## src/rtl/hseq_pkg.sv

```systemverilog
package hseq_pkg;

    localparam int unsigned DEF_HARTS   = 8;
    localparam int unsigned DEF_PC_W    = 64;
    localparam int unsigned INSN_BYTES  = 4;

    // What a hart's next slot will offer
    typedef enum logic [1:0] {
        MODE_START = 2'd0,  // offer the stored PC as a fresh instruction
        MODE_SEQ   = 2'd1,  // offer stored PC + INSN_BYTES
        MODE_CONT  = 2'd2   // offer stored PC again as a continuation
    } slot_mode_e;

endpackage

```

## src/rtl/hseq_rotor.sv

```systemverilog
module hseq_rotor #(
    parameter int unsigned NUM_HARTS = hseq_pkg::DEF_HARTS,
    localparam int unsigned HART_W   = $clog2(NUM_HARTS)
) (
    input  logic              clk,
    input  logic              rst,
    output logic [HART_W-1:0] slot
);

    logic [HART_W-1:0] ptr_q;

    always_ff @(posedge clk) begin
        if (rst) begin
            ptr_q <= '0;
        end else if (ptr_q == HART_W'(NUM_HARTS - 1)) begin
            ptr_q <= '0;
        end else begin
            ptr_q <= ptr_q + 1'b1;
        end
    end

    assign slot = ptr_q;

endmodule

```

## src/rtl/hseq_hart_ctx.sv

```systemverilog
module hseq_hart_ctx
    import hseq_pkg::*;
#(
    parameter int unsigned     PC_W      = DEF_PC_W,
    parameter logic [PC_W-1:0] RESET_VEC = '0
) (
    input  logic            clk,
    input  logic            rst,
    input  logic            issue,      // this hart owns the current slot and is enabled
    input  logic            redir_hit,
    input  logic [PC_W-1:0] redir_pc,
    input  logic            hold_hit,
    output logic [PC_W-1:0] slot_pc,
    output slot_mode_e      slot_mode
);

    logic [PC_W-1:0] pc_q;
    slot_mode_e      mode_q;

    always_comb begin
        if (mode_q == MODE_SEQ) begin
            slot_pc = pc_q + PC_W'(INSN_BYTES);
        end else begin
            slot_pc = pc_q;
        end
    end

    always_ff @(posedge clk) begin
        if (rst) begin
            pc_q   <= RESET_VEC;
            mode_q <= MODE_START;
        end else if (redir_hit) begin
            pc_q   <= redir_pc;
            mode_q <= MODE_START;
        end else begin
            if (issue) begin
                pc_q <= slot_pc;
            end
            if (hold_hit) begin
                mode_q <= MODE_CONT;
            end else if (issue) begin
                mode_q <= MODE_SEQ;
            end
        end
    end

    assign slot_mode = mode_q;

endmodule

```

## src/rtl/hseq_issue_mux.sv

```systemverilog
module hseq_issue_mux
    import hseq_pkg::*;
#(
    parameter int unsigned NUM_HARTS = DEF_HARTS,
    parameter int unsigned PC_W      = DEF_PC_W,
    localparam int unsigned HART_W   = $clog2(NUM_HARTS)
) (
    input  logic [HART_W-1:0]    slot,
    input  logic [NUM_HARTS-1:0] hart_en,
    input  logic [PC_W-1:0]      pcs   [NUM_HARTS],
    input  slot_mode_e           modes [NUM_HARTS],
    output logic                 fetch_valid,
    output logic [HART_W-1:0]    fetch_hart,
    output logic [PC_W-1:0]      fetch_pc,
    output logic                 fetch_cont
);

    always_comb begin
        fetch_hart  = slot;
        fetch_valid = hart_en[slot];
        fetch_pc    = pcs[slot];
        fetch_cont  = hart_en[slot] && (modes[slot] == MODE_CONT);
    end

endmodule

```

## src/rtl/hart_sequencer.sv

```systemverilog
module hart_sequencer
    import hseq_pkg::*;
#(
    parameter int unsigned     NUM_HARTS = DEF_HARTS,
    parameter int unsigned     PC_W      = DEF_PC_W,
    parameter logic [PC_W-1:0] RESET_VEC = PC_W'(64'h0000_0000_8000_0000),
    localparam int unsigned    HART_W    = $clog2(NUM_HARTS)
) (
    input  logic                 clk,
    input  logic                 rst,
    input  logic [NUM_HARTS-1:0] hart_en,
    input  logic                 redir_valid,
    input  logic [HART_W-1:0]    redir_hart,
    input  logic [PC_W-1:0]      redir_pc,
    input  logic                 hold_valid,
    input  logic [HART_W-1:0]    hold_hart,
    output logic                 fetch_valid,
    output logic [HART_W-1:0]    fetch_hart,
    output logic [PC_W-1:0]      fetch_pc,
    output logic                 fetch_cont
);

    logic [HART_W-1:0] slot;
    logic [PC_W-1:0]   ctx_pc   [NUM_HARTS];
    slot_mode_e        ctx_mode [NUM_HARTS];

    hseq_rotor #(.NUM_HARTS(NUM_HARTS)) u_rotor (
        .clk  (clk),
        .rst  (rst),
        .slot (slot)
    );

    for (genvar i = 0; i < NUM_HARTS; i++) begin : g_hart
        logic issue_i, redir_i, hold_i;

        assign issue_i = (slot == HART_W'(i)) && hart_en[i];
        assign redir_i = redir_valid && (redir_hart == HART_W'(i));
        assign hold_i  = hold_valid  && (hold_hart  == HART_W'(i));

        hseq_hart_ctx #(.PC_W(PC_W), .RESET_VEC(RESET_VEC)) u_ctx (
            .clk       (clk),
            .rst       (rst),
            .issue     (issue_i),
            .redir_hit (redir_i),
            .redir_pc  (redir_pc),
            .hold_hit  (hold_i),
            .slot_pc   (ctx_pc[i]),
            .slot_mode (ctx_mode[i])
        );
    end

    hseq_issue_mux #(.NUM_HARTS(NUM_HARTS), .PC_W(PC_W)) u_mux (
        .slot        (slot),
        .hart_en     (hart_en),
        .pcs         (ctx_pc),
        .modes       (ctx_mode),
        .fetch_valid (fetch_valid),
        .fetch_hart  (fetch_hart),
        .fetch_pc    (fetch_pc),
        .fetch_cont  (fetch_cont)
    );

endmodule

```

## config.mk

```make
export PLATFORM = sky130hd
export DESIGN_NAME = hart_sequencer
export DESIGN_NICKNAME = d
export VERILOG_FILES = /design/src/rtl/hseq_pkg.sv /design/src/rtl/hseq_rotor.sv /design/src/rtl/hseq_hart_ctx.sv /design/src/rtl/hseq_issue_mux.sv /design/src/rtl/hart_sequencer.sv
export SDC_FILE = /design/constraint.sdc
export NUM_CORES = 2
export LEC_CHECK = 0
export ABC_AREA = 1
export BUFFER_PORTS_ARGS = -buffer_cell sky130_fd_sc_hd__buf_2
export CAP_MARGIN = 25
export CELL_PAD_IN_SITES_DETAIL_PLACEMENT = 1
export CELL_PAD_IN_SITES_GLOBAL_PLACEMENT = 2
export CORE_UTILIZATION = 30
export CTS_CLUSTER_DIAMETER = 100
export DETAILED_ROUTE_END_ITERATION = 7
export PLACE_DENSITY = 0.77
export SLEW_MARGIN = 30
export SYNTH_ARGS = -nofsm -noshare
export SYNTH_HDL_FRONTEND = slang
export SYNTH_SLANG_ARGS = --single-unit
```

## constraint.sdc

```tcl
create_clock -name clk -period 3.5 [get_ports clk]
set_input_delay 0.525 -clock clk [delete_from_list [all_inputs] [get_ports clk]]
set_output_delay 0.525 -clock clk [all_outputs]
set_load 0.03 [all_outputs]
```

==> impl_metrics.csv <==
group,metric,value,unit
timing,timing.final.crit_share,105,%
power_and_ir_drop,swShare,36.4,%
worst_setup_path,ff2ff_setup_slack,0.05,ns
detailed_routing,detail_route.wirelength,295,mm
worst_setup_path,end_kind,"output port",
power_and_ir_drop,p_leak,0.0212,µW
cts,worst_skew_pair.late_latency,0.73,ns
worst_setup_path,setup.worst_path.class,"flip-flop to output port",
floorplanning,core_area,0.144,mm²
timing,timing_worst_slew_pin_value,1.13,ns
yosys,syn_inst,7617,
layout,final_design_area_no_fill,0.0586,mm²
yosys,part_of_the_yosys_area_used_for_sequential_elements,24.4,%
placement,post-dp-hpwl,215,mm
detailed_routing,detail_route.drc_violations,21,
power_and_ir_drop,cell_internal_pwr,12400,µW
cts,clock_sinks,531,
timing,final-max-slew-violation-count,0,
power_and_ir_drop,vdd_drop_max,0.000314,V
worst_setup_path,worst_ep_arrival_time,3.15,ns
yosys,ys_types,57,
placement,place_area,0.0478,mm²
global_routing,globalRoute.totalOverflow,0,
worst_hold_path,worstHoldStart,"redir_pc[1]",
cts,ctsHtreeMaxLevel,3,
floorplanning,placement_row_count,139,
floorplanning,top_level_ports,151,
detailed_routing,drtAntennaViolNets,0,
global_routing,track_usage,38.7,%
detailed_routing,dr.pass1.iters,8,
timing,fin_setup_tns,-2.94,ns
timing,setup-violations-final,45,
timing,grt_setup_unrepaired,"true",
timing,maxClockFrequency,272,MHz
global_routing,grt_max_degree,165,
yosys,post_synth_instance_area,0.0435,mm²
yosys,synthesis.area_per_instance,5.71,µm²
global_routing,antenna_found_initial,33,
power_and_ir_drop,power.combinational.fraction,22.3,%
global_routing,number_of_global_route_vias_before_repair,55400,
floorplanning,die_height,383,µm
timing,period_minus_slack,3.67,ns
worst_hold_path,worst_hold_path.endpoint,"g_hart[4].u_ctx.pc_q[1]$_SDFFE_PP0P_",
timing,final.setup.worst_slack,-0.171,ns
detailed_routing,via_total_after_detailed_routing,57800,
global_routing,grt_first_pass_wirelength,408,mm
cts,tritoncts.num_buffers,76,
floorplanning,initial_core_util,30.3,%
yosys,synth_enable_flop_cells,0,
cts,clk_transition_reported_paths,0.07,ns
yosys,yosysWarningCount,0,
detailed_routing,detail_route.wl_per_cell,29.7,µm
layout,num-nets-final,8060,
cts,cts_hold_repair.buffers,0,
timing,report.final.hold_viol_count,0,
worst_hold_path,hold_path_depth,3,
cts,cts_tree,"built",
worst_setup_path,worst_r2r_startpoint,"g_hart[7].u_ctx.slot_mode[1]$_SDFFE_PP0P_",
layout,synthToLayoutAreaGrowth,34.6,%
placement,finalWeightedCongestion,0.999,
worst_setup_path,startpoint_type,"flip-flop",
timing,skew,0.0422,ns
yosys,synth_seq_cells,531,
detailed_routing,drt-initial-drc-count,6764,
timing,slew-limit-headroom,24.5,%
worst_setup_path,crit_path_max_fanout,5,
cts,clock_tree.buffer_depth,3,
worst_setup_path,worst_r2r_endpoint,"g_hart[7].u_ctx.pc_q[45]$_SDFFE_PP0P_",
detailed_routing,viasPerCell,5.81,
yosys,yosys_most_used_dff,"sky130_fd_sc_hd__dfxtp_1",
yosys,synthArstFlopShare,0,%
power_and_ir_drop,net_switching_power,7060,µW
placement,io_buffers,150,
outcome,run_status,"finished with violations",
floorplanning,die_area,0.147,mm²
worst_setup_path,crit_required,2.97,ns
yosys,synthesis.nets,7713,
placement,pre_cts_slack,0.0218,ns
outcome,violations,"DRC, setup timing",
worst_hold_path,worstHoldPathType,"input port to flip-flop",
floorplanning,floorplan.die.width,383,µm
cts,clock_tree.root_cell,"sky130_fd_sc_hd__clkbuf_16",
power_and_ir_drop,share_clk_of_total_power,44.7,%
run,max_capacitance_violation_count,0,
power_and_ir_drop,pwr_dens,331,mW/mm²
worst_setup_path,worst-r2r-cell-count,25,
layout,drive_above_1_share,29.3,%
power_and_ir_drop,seq_power_share,33.0,%
flip-flops by register name, summed over array words and instances (netlist names):
register                cells
g_hart.u_ctx.pc_q         512
g_hart.u_ctx.slot_mode     16
u_rotor.slot                3
worst max-delay path by stage:
| stage | from | to | slack, ns | depth (start not counted) |
|---|---|---|---|---|
| 5_1_grt | g_hart[6].u_ctx.pc_q[29]$_SDFFE_PP0P_ | fetch_pc[59] | -0.21 | 13 |
| 3_5_place_dp | g_hart[3].u_ctx.slot_mode[1]$_SDFFE_PP0P_ | fetch_pc[62] | 0.02 | 15 |
| 4_1_cts | g_hart[7].u_ctx.slot_mode[0]$_SDFFE_PP0P_ | fetch_pc[34] | -0.14 | 14 |
| 6_report | g_hart[4].u_ctx.pc_q[3]$_SDFFE_PP0P_ | fetch_pc[63] | -0.17 | 17 |
| 3_3_place_gp | g_hart[3].u_ctx.slot_mode[1]$_SDFFE_PP0P_ | fetch_pc[62] | 0.06 | 15 |
| 2_1_floorplan | u_rotor.slot[0]$_SDFF_PP0_ | fetch_cont | 0.57 | 10 |
through the flow:
step	utilization, %	hold slack [ns]	std cells	total power (µW)
finish	40.7	0.179	9943	19400
global route	40.7	0.188	9930	19700
CTS	38.8	0.145	9866	19100
detailed placement	33.2	0.458	9594	10100
global placement	33.2	0.450	9594	10100
floorplan	-	0.438	7617	8110
cells in the mapped netlist (all sizes together) (2+ instances only):
master | number | share of area [%]
a211oi | 4 | 0.069
a21o | 5 | 0.086
a21oi | 96 | 1.1
a221oi | 7 | 0.14
a31oi | 430 | 6.2
and2 | 15 | 0.22
and3 | 4 | 0.057
buf | 119 | 1.3
clkbuf | 244 | 2.1
clkinv | 5 | 0.043
dfxtp | 531 | 24
ha | 14 | 0.40
inv | 601 | 5.2
mux2i | 3 | 0.069
nand2 | 2908 | 25
nand3 | 644 | 7.6
nand3b | 46 | 0.85
nand4 | 121 | 1.7
nor2 | 948 | 9.2
nor3 | 121 | 1.7
nor3b | 12 | 0.23
nor4 | 3 | 0.043
o2111ai | 7 | 0.14
o211ai | 41 | 0.71
o21a | 22 | 0.38
o21ai | 173 | 2.0
o21bai | 9 | 0.16
o22ai | 57 | 0.82
o311ai | 2 | 0.040
or2 | 143 | 2.1
xnor2 | 107 | 2.2
xor2 | 168 | 3.4
worst max-delay path: stages (launching register included):
cell and delay, ns:
sky130_fd_sc_hd__dfxtp_4 0.36, sky130_fd_sc_hd__buf_6 0.11, sky130_fd_sc_hd__nand2_2 0.07, sky130_fd_sc_hd__nor2_4 0.17
sky130_fd_sc_hd__nand3_2 0.14, sky130_fd_sc_hd__nor2_4 0.18, sky130_fd_sc_hd__nand2_4 0.10, sky130_fd_sc_hd__nor2_4 0.23
sky130_fd_sc_hd__buf_4 0.15, sky130_fd_sc_hd__nand2_2 0.04, sky130_fd_sc_hd__nand2_2 0.09, sky130_fd_sc_hd__nand3_4 0.11
sky130_fd_sc_hd__nand2_2 0.11, sky130_fd_sc_hd__nand2_4 0.08, sky130_fd_sc_hd__nand2_4 0.09, sky130_fd_sc_hd__nand2_1 0.07
sky130_fd_sc_hd__nand2_2 0.19, sky130_fd_sc_hd__buf_6 0.16
cell type report:
type	instances	area, µm²
fill	18400	85200
multi-input combinational	6117	34900
sequential	531	11100
timing repair buffer	631	5160
tap	1903	2380
inverter	606	2340
clock buffer	105	2240
clock inverter	35	408
antenna	14	35.0
timing repair inverter	1	8.76
routing by layer:
layer / part of all wire [%] / track usage [%] / wire length [µm] / vias up
met3: 11 / 8.51 / 33000 / 543
met2: 40 / 54.6 / 119000 / 3071
met1: 43 / 54.7 / 127000 / 28800
met4: 5.5 / 19.2 / 16400 / 18
met5: 0.046 / 0 / 136 / -
li1: - / - / - / 25400
layout by cell type, fill, tap and decap left out, types with 60 or more instances in the layout:
cell type / n
sky130_fd_sc_hd__buf_4: 442
sky130_fd_sc_hd__nor2_1: 528
sky130_fd_sc_hd__a21oi_1: 82
sky130_fd_sc_hd__buf_6: 65
sky130_fd_sc_hd__buf_2: 89
sky130_fd_sc_hd__xnor2_1: 86
sky130_fd_sc_hd__nor2_2: 193
sky130_fd_sc_hd__nor3_1: 73
sky130_fd_sc_hd__dfxtp_1: 243
sky130_fd_sc_hd__dfxtp_2: 226
sky130_fd_sc_hd__a31oi_1: 425
sky130_fd_sc_hd__nand3_2: 112
sky130_fd_sc_hd__o21ai_0: 93
sky130_fd_sc_hd__nand2_2: 291
sky130_fd_sc_hd__clkbuf_16: 80
sky130_fd_sc_hd__nand3_1: 461
sky130_fd_sc_hd__dfxtp_4: 62
sky130_fd_sc_hd__xor2_1: 110
sky130_fd_sc_hd__nand2_1: 2539
sky130_fd_sc_hd__nor2_4: 227
sky130_fd_sc_hd__or2_2: 60
sky130_fd_sc_hd__nand2_4: 77
sky130_fd_sc_hd__nand3_4: 71
sky130_fd_sc_hd__nand4_1: 121
sky130_fd_sc_hd__inv_1: 541
power groups by stage:
stage / logic, µW / registers (µW) / clock network, µW
after floorplan: 1650 / 6470 / 0
after global placement: 3540 / 6530 / 0
after detailed placement: 3550 / 6540 / 0
after CTS: 3970 / 6410 / 8720
after global routing: 4350 / 6430 / 8970
final: 4330 / 6420 / 8670
repair_timing:
action	CTS	global route
setup buffers	131	63
pin swaps	228	233
gates resized for setup	1280	665
endpoints found under the setup margin	63	62
hold endpoints to repair	0	0
cloned	1	1
cells by family after synthesis:
group                      Yosys count  synth area share [%]
and+or+nand+nor                   4965                  49.0
DFF                                531                  24.4
xor gates and xnor gates           275                  5.53
adders and majority gates           14                 0.402
buffers and inverters              969                  8.67
AOI/OAI and AO/OA                  860                  11.9
muxes                                3                0.0690
No activity file was read; power rests on OpenSTA's default activity.
